<file path="config.mk">
export PLATFORM = sky130hd
export DESIGN_NAME = sra_ctrl
export DESIGN_NICKNAME = d
export VERILOG_FILES = /design/src/rtl/sra_pkg.sv /design/src/rtl/sra_decode.sv /design/src/rtl/sra_policy.sv /design/src/rtl/sra_regfile.sv /design/src/rtl/sra_ctrl.sv
export SDC_FILE = /design/constraint.sdc
export NUM_CORES = 1
export LEC_CHECK = 0
export BUFFER_PORTS_ARGS = -buffer_cell sky130_fd_sc_hd__buf_2
export CAP_MARGIN = 10
export CORE_AREA = 3 3 208 210
export CTS_BUF_LIST = sky130_fd_sc_hd__clkbuf_8
export DETAILED_ROUTE_END_ITERATION = 16
export DIE_AREA = 0 0 211 213
export SYNTH_ARGS = -nofsm -noshare
export SYNTH_HDL_FRONTEND = slang
export SYNTH_HIERARCHICAL = 1
export SYNTH_SLANG_ARGS = --single-unit
</file>
<file path="constraint.sdc">
create_clock -name clk -period 9.4 [get_ports clk]
set_clock_uncertainty 0.2 [all_clocks]
set_input_delay 1.41 -clock clk [delete_from_list [all_inputs] [get_ports clk]]
set_output_delay 1.41 -clock clk [all_outputs]
set_load 0.02 [all_outputs]
</file>
<file path="src/rtl/sra_pkg.sv">
package sra_pkg;

  typedef enum logic [1:0] {
    OP_GET  = 2'd0,
    OP_PUT  = 2'd1,
    OP_GETI = 2'd2,
    OP_PUTI = 2'd3
  } sra_op_e;

  typedef enum logic [1:0] {
    CAUSE_NONE  = 2'd0,
    CAUSE_PRIV  = 2'd1,
    CAUSE_RANGE = 2'd2
  } sra_cause_e;

  typedef enum logic [2:0] {
    CLS_HW    = 3'd0,
    CLS_SUP   = 3'd1,
    CLS_USR   = 3'd2,
    CLS_GRANT = 3'd3,
    CLS_NONE  = 3'd4
  } sra_class_e;

endpackage

</file>
<file path="src/rtl/sra_decode.sv">
module sra_decode
  import sra_pkg::*;
#(
  parameter int N_HW  = 4,
  parameter int N_SUP = 4,
  parameter int N_USR = 4,
  parameter int IDX_W = 4
) (
  input  logic [IDX_W-1:0] idx,
  output sra_class_e       cls,
  output logic [IDX_W-1:0] slot
);
  localparam int SUP_BASE  = N_HW;
  localparam int USR_BASE  = N_HW + N_SUP;
  localparam int GRANT_IDX = N_HW + N_SUP + N_USR;

  always_comb begin
    cls  = CLS_NONE;
    slot = '0;
    if (idx < IDX_W'(SUP_BASE)) begin
      cls  = CLS_HW;
      slot = idx;
    end else if (idx < IDX_W'(USR_BASE)) begin
      cls  = CLS_SUP;
      slot = idx - IDX_W'(SUP_BASE);
    end else if (idx < IDX_W'(GRANT_IDX)) begin
      cls  = CLS_USR;
      slot = idx - IDX_W'(USR_BASE);
    end else if (idx == IDX_W'(GRANT_IDX)) begin
      cls  = CLS_GRANT;
    end
  end

endmodule

</file>
<file path="src/rtl/sra_policy.sv">
module sra_policy
  import sra_pkg::*;
#(
  parameter int N_SUP = 4,
  parameter int IDX_W = 4,
  parameter int DW    = 32
) (
  input  sra_class_e       cls,
  input  logic [IDX_W-1:0] slot,
  input  logic             is_write,
  input  logic             priv,
  input  logic [N_SUP-1:0] grant,
  input  logic [DW-1:0]    wdata,
  output logic             allow,
  output sra_cause_e       cause
);
  logic [N_SUP-1:0] grant_sh;
  logic [N_SUP-1:0] raise_bits;

  assign grant_sh   = grant >> slot;
  assign raise_bits = wdata[N_SUP-1:0] & ~grant;

  always_comb begin
    allow = 1'b1;
    cause = CAUSE_NONE;
    unique case (cls)
      CLS_NONE: begin
        allow = 1'b0;
        cause = CAUSE_RANGE;
      end
      CLS_HW: begin
        if (is_write) begin
          allow = 1'b0;
          cause = CAUSE_PRIV;
        end
      end
      CLS_SUP: begin
        if (is_write && !priv && !grant_sh[0]) begin
          allow = 1'b0;
          cause = CAUSE_PRIV;
        end
      end
      CLS_GRANT: begin
        if (is_write && !priv && (|raise_bits)) begin
          allow = 1'b0;
          cause = CAUSE_PRIV;
        end
      end
      default: begin
        allow = 1'b1;
        cause = CAUSE_NONE;
      end
    endcase
  end

endmodule

</file>
<file path="src/rtl/sra_regfile.sv">
module sra_regfile
  import sra_pkg::*;
#(
  parameter int          N_HW       = 4,
  parameter int          N_SUP      = 4,
  parameter int          N_USR      = 4,
  parameter int          IDX_W      = 4,
  parameter int          DW         = 32,
  parameter logic [31:0] REV_CODE   = 32'h0000_0A01,
  parameter logic [31:0] UNIT_FLAGS = 32'h0000_001F
) (
  input  logic             clk,
  input  logic             rst_n,
  input  logic             we,
  input  sra_class_e       cls,
  input  logic [IDX_W-1:0] slot,
  input  logic [DW-1:0]    wdata,
  output logic [DW-1:0]    rdata,
  output logic [N_SUP-1:0] grant
);
  localparam int TOTAL = N_HW + N_SUP + N_USR + 1;

  logic [DW-1:0]    sup_q [N_SUP];
  logic [DW-1:0]    usr_q [N_USR];
  logic [N_SUP-1:0] grant_q;
  logic [DW-1:0]    hw_val [N_HW];

  // hardwired descriptive values
  always_comb begin
    for (int k = 0; k < N_HW; k++) hw_val[k] = '0;
    hw_val[0] = DW'(REV_CODE);
    hw_val[1] = DW'(TOTAL);
    hw_val[2] = DW'(DW);
    hw_val[3] = DW'(UNIT_FLAGS);
  end

  generate
    for (genvar k = 0; k < N_SUP; k++) begin : g_sup
      always_ff @(posedge clk) begin
        if (!rst_n) sup_q[k] <= '0;
        else if (we && cls == CLS_SUP && slot == IDX_W'(k)) sup_q[k] <= wdata;
      end
    end
    for (genvar k = 0; k < N_USR; k++) begin : g_usr
      always_ff @(posedge clk) begin
        if (!rst_n) usr_q[k] <= '0;
        else if (we && cls == CLS_USR && slot == IDX_W'(k)) usr_q[k] <= wdata;
      end
    end
  endgenerate

  always_ff @(posedge clk) begin
    if (!rst_n) grant_q <= '0;
    else if (we && cls == CLS_GRANT) grant_q <= wdata[N_SUP-1:0];
  end

  assign grant = grant_q;

  always_comb begin
    rdata = '0;
    unique case (cls)
      CLS_HW:    for (int k = 0; k < N_HW; k++)  if (slot == IDX_W'(k)) rdata = hw_val[k];
      CLS_SUP:   for (int k = 0; k < N_SUP; k++) if (slot == IDX_W'(k)) rdata = sup_q[k];
      CLS_USR:   for (int k = 0; k < N_USR; k++) if (slot == IDX_W'(k)) rdata = usr_q[k];
      CLS_GRANT: rdata = DW'(grant_q);
      default:   rdata = '0;
    endcase
  end


  hw_no_write_chk: assert property (@(posedge clk) disable iff (!rst_n)
    !(we && cls == CLS_HW));

endmodule

</file>
<file path="src/rtl/sra_ctrl.sv">
module sra_ctrl
  import sra_pkg::*;
#(
  parameter int          N_SUP      = 4,
  parameter int          N_USR      = 4,
  parameter int          IDX_W      = 4,
  parameter int          DW         = 32,
  parameter logic [31:0] REV_CODE   = 32'h0000_0A01,
  parameter logic [31:0] UNIT_FLAGS = 32'h0000_001F
) (
  input  logic             clk,
  input  logic             rst_n,
  input  logic             req_valid,
  input  logic [1:0]       req_op,
  input  logic [IDX_W-1:0] req_idx_reg,
  input  logic [IDX_W-1:0] req_idx_imm,
  input  logic [DW-1:0]    req_wdata,
  input  logic             req_priv,
  output logic             stall,
  output logic             rsp_valid,
  output logic [DW-1:0]    rsp_rdata,
  output logic             trap,
  output logic [1:0]       trap_cause
);
  localparam int N_HW = 4;

  sra_op_e          op_in;
  logic             take;
  logic [IDX_W-1:0] sel_idx;

  logic             s1_valid;
  logic [IDX_W-1:0] s1_idx;
  logic             s1_write;
  logic [DW-1:0]    s1_wdata;
  logic             s1_priv;

  sra_class_e       dec_cls;
  logic [IDX_W-1:0] dec_slot;
  logic             pol_allow;
  sra_cause_e       pol_cause;
  logic [DW-1:0]    rf_rdata;
  logic [N_SUP-1:0] rf_grant;
  logic             rf_we;

  assign op_in   = sra_op_e'(req_op);
  assign take    = req_valid && !s1_valid;
  assign sel_idx = (op_in == OP_GETI || op_in == OP_PUTI) ? req_idx_imm : req_idx_reg;

  always_ff @(posedge clk) begin
    if (!rst_n) begin
      s1_valid <= 1'b0;
      s1_idx   <= '0;
      s1_write <= 1'b0;
      s1_wdata <= '0;
      s1_priv  <= 1'b0;
    end else begin
      s1_valid <= take;
      if (take) begin
        s1_idx   <= sel_idx;
        s1_write <= (op_in == OP_PUT || op_in == OP_PUTI);
        s1_wdata <= req_wdata;
        s1_priv  <= req_priv;
      end
    end
  end

  sra_decode #(.N_HW(N_HW), .N_SUP(N_SUP), .N_USR(N_USR), .IDX_W(IDX_W)) i_decode (
    .idx  (s1_idx),
    .cls  (dec_cls),
    .slot (dec_slot)
  );

  sra_policy #(.N_SUP(N_SUP), .IDX_W(IDX_W), .DW(DW)) i_policy (
    .cls      (dec_cls),
    .slot     (dec_slot),
    .is_write (s1_write),
    .priv     (s1_priv),
    .grant    (rf_grant),
    .wdata    (s1_wdata),
    .allow    (pol_allow),
    .cause    (pol_cause)
  );

  assign rf_we = s1_valid && s1_write && pol_allow;

  sra_regfile #(
    .N_HW(N_HW), .N_SUP(N_SUP), .N_USR(N_USR), .IDX_W(IDX_W), .DW(DW),
    .REV_CODE(REV_CODE), .UNIT_FLAGS(UNIT_FLAGS)
  ) i_regfile (
    .clk   (clk),
    .rst_n (rst_n),
    .we    (rf_we),
    .cls   (dec_cls),
    .slot  (dec_slot),
    .wdata (s1_wdata),
    .rdata (rf_rdata),
    .grant (rf_grant)
  );

  always_ff @(posedge clk) begin
    if (!rst_n) begin
      rsp_valid  <= 1'b0;
      rsp_rdata  <= '0;
      trap       <= 1'b0;
      trap_cause <= CAUSE_NONE;
    end else begin
      rsp_valid <= s1_valid;
      if (s1_valid) begin
        trap       <= !pol_allow;
        trap_cause <= pol_cause;
        rsp_rdata  <= (pol_allow && !s1_write) ? rf_rdata : '0;
      end else begin
        trap       <= 1'b0;
        trap_cause <= CAUSE_NONE;
        rsp_rdata  <= '0;
      end
    end
  end

  assign stall = s1_valid;


  stall_single_chk: assert property (@(posedge clk) disable iff (!rst_n)
    stall |=> !stall);


  rsp_after_stall_chk: assert property (@(posedge clk) disable iff (!rst_n)
    stall |=> rsp_valid);


  trap_rdata_zero_chk: assert property (@(posedge clk) disable iff (!rst_n)
    trap |-> (rsp_rdata == '0 && rsp_valid));


  cause_idle_chk: assert property (@(posedge clk) disable iff (!rst_n)
    !trap |-> (trap_cause == CAUSE_NONE));


  grant_no_raise_chk: assert property (@(posedge clk) disable iff (!rst_n)
    (rf_we && dec_cls == CLS_GRANT && !s1_priv) |=> ((rf_grant & ~$past(rf_grant)) == '0));

endmodule

</file>
# Yosys cells after proc, flatten, opt, wreduce, memory -nomap -nowiden
# Memories as Yosys holds them, arrays and structs flattened.
# Cells that the tools add are included.
[totals]
output_inout_bits = 37
ramBits = 256
n_memories = 2
in_bits = 46
ff_bits = 79
wordCells = 131
[classes]
n_addsub = 2
n_mux = 62
bitwise = 10
reduce_logical = 30
n_eq_ne = 11
n_shift = 1
order_cmp = 3
[mem_list]
columns = ["memory", "words", "word_bits", "read_ports", "rd_clocked_by_memory_dff", "wr", "line_no", "rtl"]
rows = [
  ["i_regfile.sup_q", 4, 32, 4, 0, 4, "sra_regfile.sv:23", "logic [DW-1:0] sup_q [N_SUP];"],
  ["i_regfile.usr_q", 4, 32, 4, 0, 4, "sra_regfile.sv:24", "logic [DW-1:0] usr_q [N_USR];"],
]
[op_table]
columns = ["cell", "count"]
rows = [
  ["$mux W32", 16],
  ["$pmux W32 S4", 1],
  ["$mux W12", 4],
  ["$mux W1", 31],
  ["$logic_and A1 B1 Y1", 18],
  ["$mux W4", 4],
  ["$mux W3", 4],
  ["$eq A4 B2 Y1 const B", 2],
  ["$lt A4 B4 Y1 const B", 2],
  ["$or A1 B1 Y1", 8],
  ["$pmux W2 S4", 1],
  ["$eq A3 B2 Y1 const B", 2],
  ["$logic_not A1 Y1", 5],
  ["$and A4 B4 Y4", 1],
  ["$eq A2 B2 Y1 const B", 2],
  ["$eq A4 B1 Y1 const B", 1],
  ["$eq A4 B4 Y1 const B", 1],
  ["$logic_not A4 Y1", 1],
  ["$lt A4 B3 Y1 const B", 1],
  ["$not A4 Y4", 1],
  ["$pmux W1 S4", 1],
  ["$reduce_or A4 Y1", 1],
  ["$shr A4 B4 Y1", 1],
  ["$sub A4 B3 Y4 const B", 1],
  ["other kinds (8)", 9],
]

# Logic depth before layout (Yosys ltp)
[depth]
depth_word = 16
mapped_depth = 12
mapped_depth_nobuf = 11

# Cells and area by module
# The synthesis kept the hierarchy.
[modules_own_cells]
columns = ["mod", "area_each_um2", "cells_each", "n_inst", "seq_area_each_um2"]
rows = [
  ["sra_regfile", 12131.6, 957, 1, 7767.4],
  ["sra_ctrl", 2507.4, 247, 1, 1501.4],
  ["sra_policy", 133.9, 18, 1, 0.0],
  ["sra_decode", 72.6, 10, 1, 0.0],
]

# Worst setup path before layout
# OpenSTA, ideal clock, no wires.
[synth_path]
kind = "register to register"
start = "reg s1_idx[0]"
end = "mem i_regfile.sup_q[1][0] (enable)"
setup_ps = 466
arrival_time_ps = 4238
stages_incl_launch_ff = 10
t_required_ps = 8734
path_slack_ps = 4497
period_less_slack_ps = 4903
n_path_buf = 0
path_cell_list = "dfxtp_1 or2_4 nor2b_1 nand4bb_1 nor4_1 nor3_1 and3_1 nor2b_1 nand2_1 o21ai_0"
[synth_rtl]
columns = ["element", "line_no", "rtl"]
rows = [
  ["start: declaration", "sra_ctrl.sv:32", "logic [IDX_W-1:0] s1_idx;"],
  ["start signal: assignment", "sra_ctrl.sv:59", "s1_idx <= sel_idx;"],
  ["end: declaration", "sra_regfile.sv:23", ""],
]

==> metrics.md <==
| Metric | Value |
|---|---|
| # DRC | `0` |
| CP delay by family, top | `simple AND/OR/NAND/NOR gates` |
| Core footprint | `41800 µm²` |
| Worst setup path class | `reg2reg` |
| Critical path's slowest cell | `o21ai_4` |
| Drt wl/cell | `19.7 µm` |
| CTS clock-pin slew for the worst setup and hold paths | `0.06 ns` |
| Crit. End Element | `register` |
| Clk sinks | `335` |
| Grt total ovfl | `0` |
| First-pass GRT wire length | `57600 µm` |
| Post-route ant nets | `0` |
| Status | `completed` |
| Cell row count | `75` |
| I/O Buffers | `82` |
| Critical Path, Cell by Cell | `nand2_1 > and2_4 > nor4b_2 > nor4_1 > nor3_1 > and3_1 > nor2b_1 > nand2_1 > o21ai_4 > buf_4` |
| Pin count of the biggest net entering global routing | `112` |
| Worst skew pair latency | `0.59 ns` |
| Most common flop cell mapped by yosys | `edfxtp_1` |
| Num CTS Buffers | `57` |
| Syn Inst Count | `1232` |
| Distinct cells, synth | `55` |
| Max Freq | `236 MHz` |
| Synthesized cell area | `14800 µm²` |
| Die area | `44900 µm²` |
| Horiz. Die Dim | `211 µm` |
| Area delta synth->final | `13.3%` |
| CTS tree | `yes` |
| Worst path arrival time | `4.28 ns` |
| Die Ht | `213 µm` |
| Area post-placement | `15700 µm²` |
| I/O pin count | `83` |
| Synth Warn # | `6` |
| CTS Root Cell | `clkbuf_8` |
| Most frequent CP cell | `nand2_1` |
| Post-CTS sizing | `0` |
| Worst vdd ir | `0.000100 V` |
| Largest fanout on the critical path | `48` |
| Critical path launch point type | `register` |
| Post-synth EDFFs | `256` |
| Rel. slew slack | `0.214` |
| GP Congestion | `0.802` |
| Layout filler cell count | `3920` |
| Delay of the slowest critical-path stage | `0.63 ns` |
| Min cycle time layout | `4.24 ns` |
| TNS Setup | `0 ns` |
| Worst-Margin Slew | `1.18 ns` |
| Leak Pwr | `6.24 nW` |
| Fin area | `16800 µm²` |
| Gr usage total | `0.166` |
| Critical path buffers and inverters | `1` |
| Util after Layout | `0.403` |
| Average cell area after synthesis | `12.0 µm²` |
| PnR Total Power | `0.00309 W` |
| DR iter-0 viols | `629` |
| Number of global-route vias before repair | `9824` |
| CP Data Required Time | `9.44 ns` |
| Initial antenna violation count | `0` |
| Sequential area share after synthesis | `0.624` |
| Clock Path Buffers | `3` |
| DP HPWL | `21700 µm` |
| H-tree depth | `2` |
| FFs w/ async S/R, synth | `0` |
| Max-cap viol count | `0` |
| Sequential cell area | `9270 µm²` |
| Starting Density | `0.356` |
| Pwr Density | `184 nW/µm²` |
| Proportion of layout cells with a drive suffix above 1 | `0.180` |
| DRT Pass-1 Iters | `5` |
| Post-CTS Setup Bufs | `0` |
| Post-synth top area cell | `edfxtp_1` |
| Setup violations, final | `0` |
| Vias post-DR | `9546` |
| CTS Hold Bufs | `0` |
| Final wirelength | `37200 µm` |
| RSZ-0062 raised after global routing | `no` |
| Largest cells by area after synthesis | `edfxtp_1 52%, and2_1 11%, dfxtp_1 11%` |
| Worst min-delay path class | `reg2reg` |
| Vias per inst | `5.05` |
| Final Hold Fails | `0` |
| Fin crit share | `0.451` |
| Register bit total from synthesis | `335` |
| Max Transition Viols Final | `0` |
| Layout Nets | `1351` |
| Synth top area share | `0.518` |
| Multi-input gate area | `5250 µm²` |
## cell type report
cell class              count  share of cell area
clock buffers              60              0.0491
multi-input cells         808               0.312
flip-flops and latches    335               0.551
well taps                 539              0.0401
clock inverters            45              0.0135
repair buffers            102              0.0341
diodes                      1            0.000149
inverters                   1            0.000223
## final timing paths
path	start	slack, ns	depth (start not counted)	end
min reg2reg	s1_priv	0.29	2	s1_priv
max reg2reg	s1_idx[3]	5.16	10	i_regfile/sup_q[3][29]
min	s1_priv	0.29	2	s1_priv
max	s1_idx[3]	5.16	10	i_regfile/sup_q[3][29]
## power breakdown
group          leakage (nW)  internal (W)  switching [W]
combinational          2.33     0.0000671       0.000139
clock                 0.644      0.000640       0.000570
sequential             3.27       0.00164      0.0000352
## cell usage after synthesis (all sizes together) (2+ instances only)
cell / instances
nand2: 74
mux2i: 58
o22ai: 19
o211ai: 24
edfxtp: 256
o21ai: 108
clkbuf: 46
nand3: 57
nand4bb: 2
nor2b: 13
a21boi: 36
mux2: 15
nor4: 2
nor4b: 2
dfxtp: 79
a22oi: 24
and2: 294
and3: 4
a21oi: 7
nor2: 25
a221o: 2
nand3b: 2
nand2b: 3
nor3b: 4
buf: 43
or3: 7
nor3: 14
## cells in the final DEF (no fill, tap or decap), types with 3 or more instances in the layout
| master | n |
|---|---|
| o21ai_0 | 98 |
| nor3_1 | 13 |
| mux2_1 | 3 |
| a22oi_1 | 24 |
| or3_1 | 7 |
| and2_1 | 257 |
| a21boi_0 | 3 |
| inv_1 | 30 |
| a21oi_1 | 7 |
| o22ai_1 | 18 |
| a21boi_1 | 31 |
| clkinv_1 | 11 |
| nor3b_1 | 4 |
| nand2b_1 | 3 |
| and2_2 | 35 |
| buf_2 | 82 |
| edfxtp_1 | 256 |
| nand3_1 | 57 |
| mux2i_1 | 58 |
| o211ai_1 | 24 |
| dfxtp_1 | 79 |
| nor2_2 | 6 |
| o21ai_4 | 8 |
| and3_1 | 3 |
| nand2_1 | 74 |
| clkbuf_8 | 60 |
| nor2b_1 | 12 |
| nor2_1 | 17 |
| buf_4 | 19 |
| mux2_2 | 11 |
## tightest hold or removal path: cells and delay by family, from the launching register on
family          cells  cell delay (ns)
simple gates        1             0.05
flops               1             0.32
compound gates      1             0.07
## flip-flops by register name (all words and copies together) (netlist names)
name,cells
s1_wdata,32
i_regfile/sup_q,128
rsp_rdata,32
rsp_valid,1
i_regfile/grant,4
trap,1
s1_priv,1
i_regfile/usr_q,128
s1_write,1
trap_cause,2
s1_idx,4
stall,1
## through the flow
stage          hold WS [ns]  worst slack, ns  instances
2_1_floorplan         0.239             4.50       1233
3_3_place_gp          0.281             5.15       1784
3_5_place_dp          0.285             5.08       1784
4_1_cts               0.293             5.03       1889
5_1_grt               0.331             4.89       1890
6_report              0.286             5.16       1891
## cells by family (layout without fill, tap and decap cells)
kind of cell | count (synthesis) | in the layout | share of synthesized area
AND/OR/NAND/NOR | 508 | 508 | 0.198
AO/OA/AOI/OAI | 225 | 225 | 0.0944
multiplexers | 73 | 73 | 0.0507
flip-flops | 335 | 335 | 0.624
other | 1 | 3 | 0.000253
buffers and inverters | 90 | 208 | 0.0322
## layer usage
metal  vias up  part of all wire  global-route usage
met5         -                 0                   0
met2       257              0.46               0.269
li1       4551                 -                   -
met3        65             0.055              0.0260
met1      4673              0.47               0.232
met4         0             0.020              0.0453
Note: power is estimated with default switching activity, not from simulation.
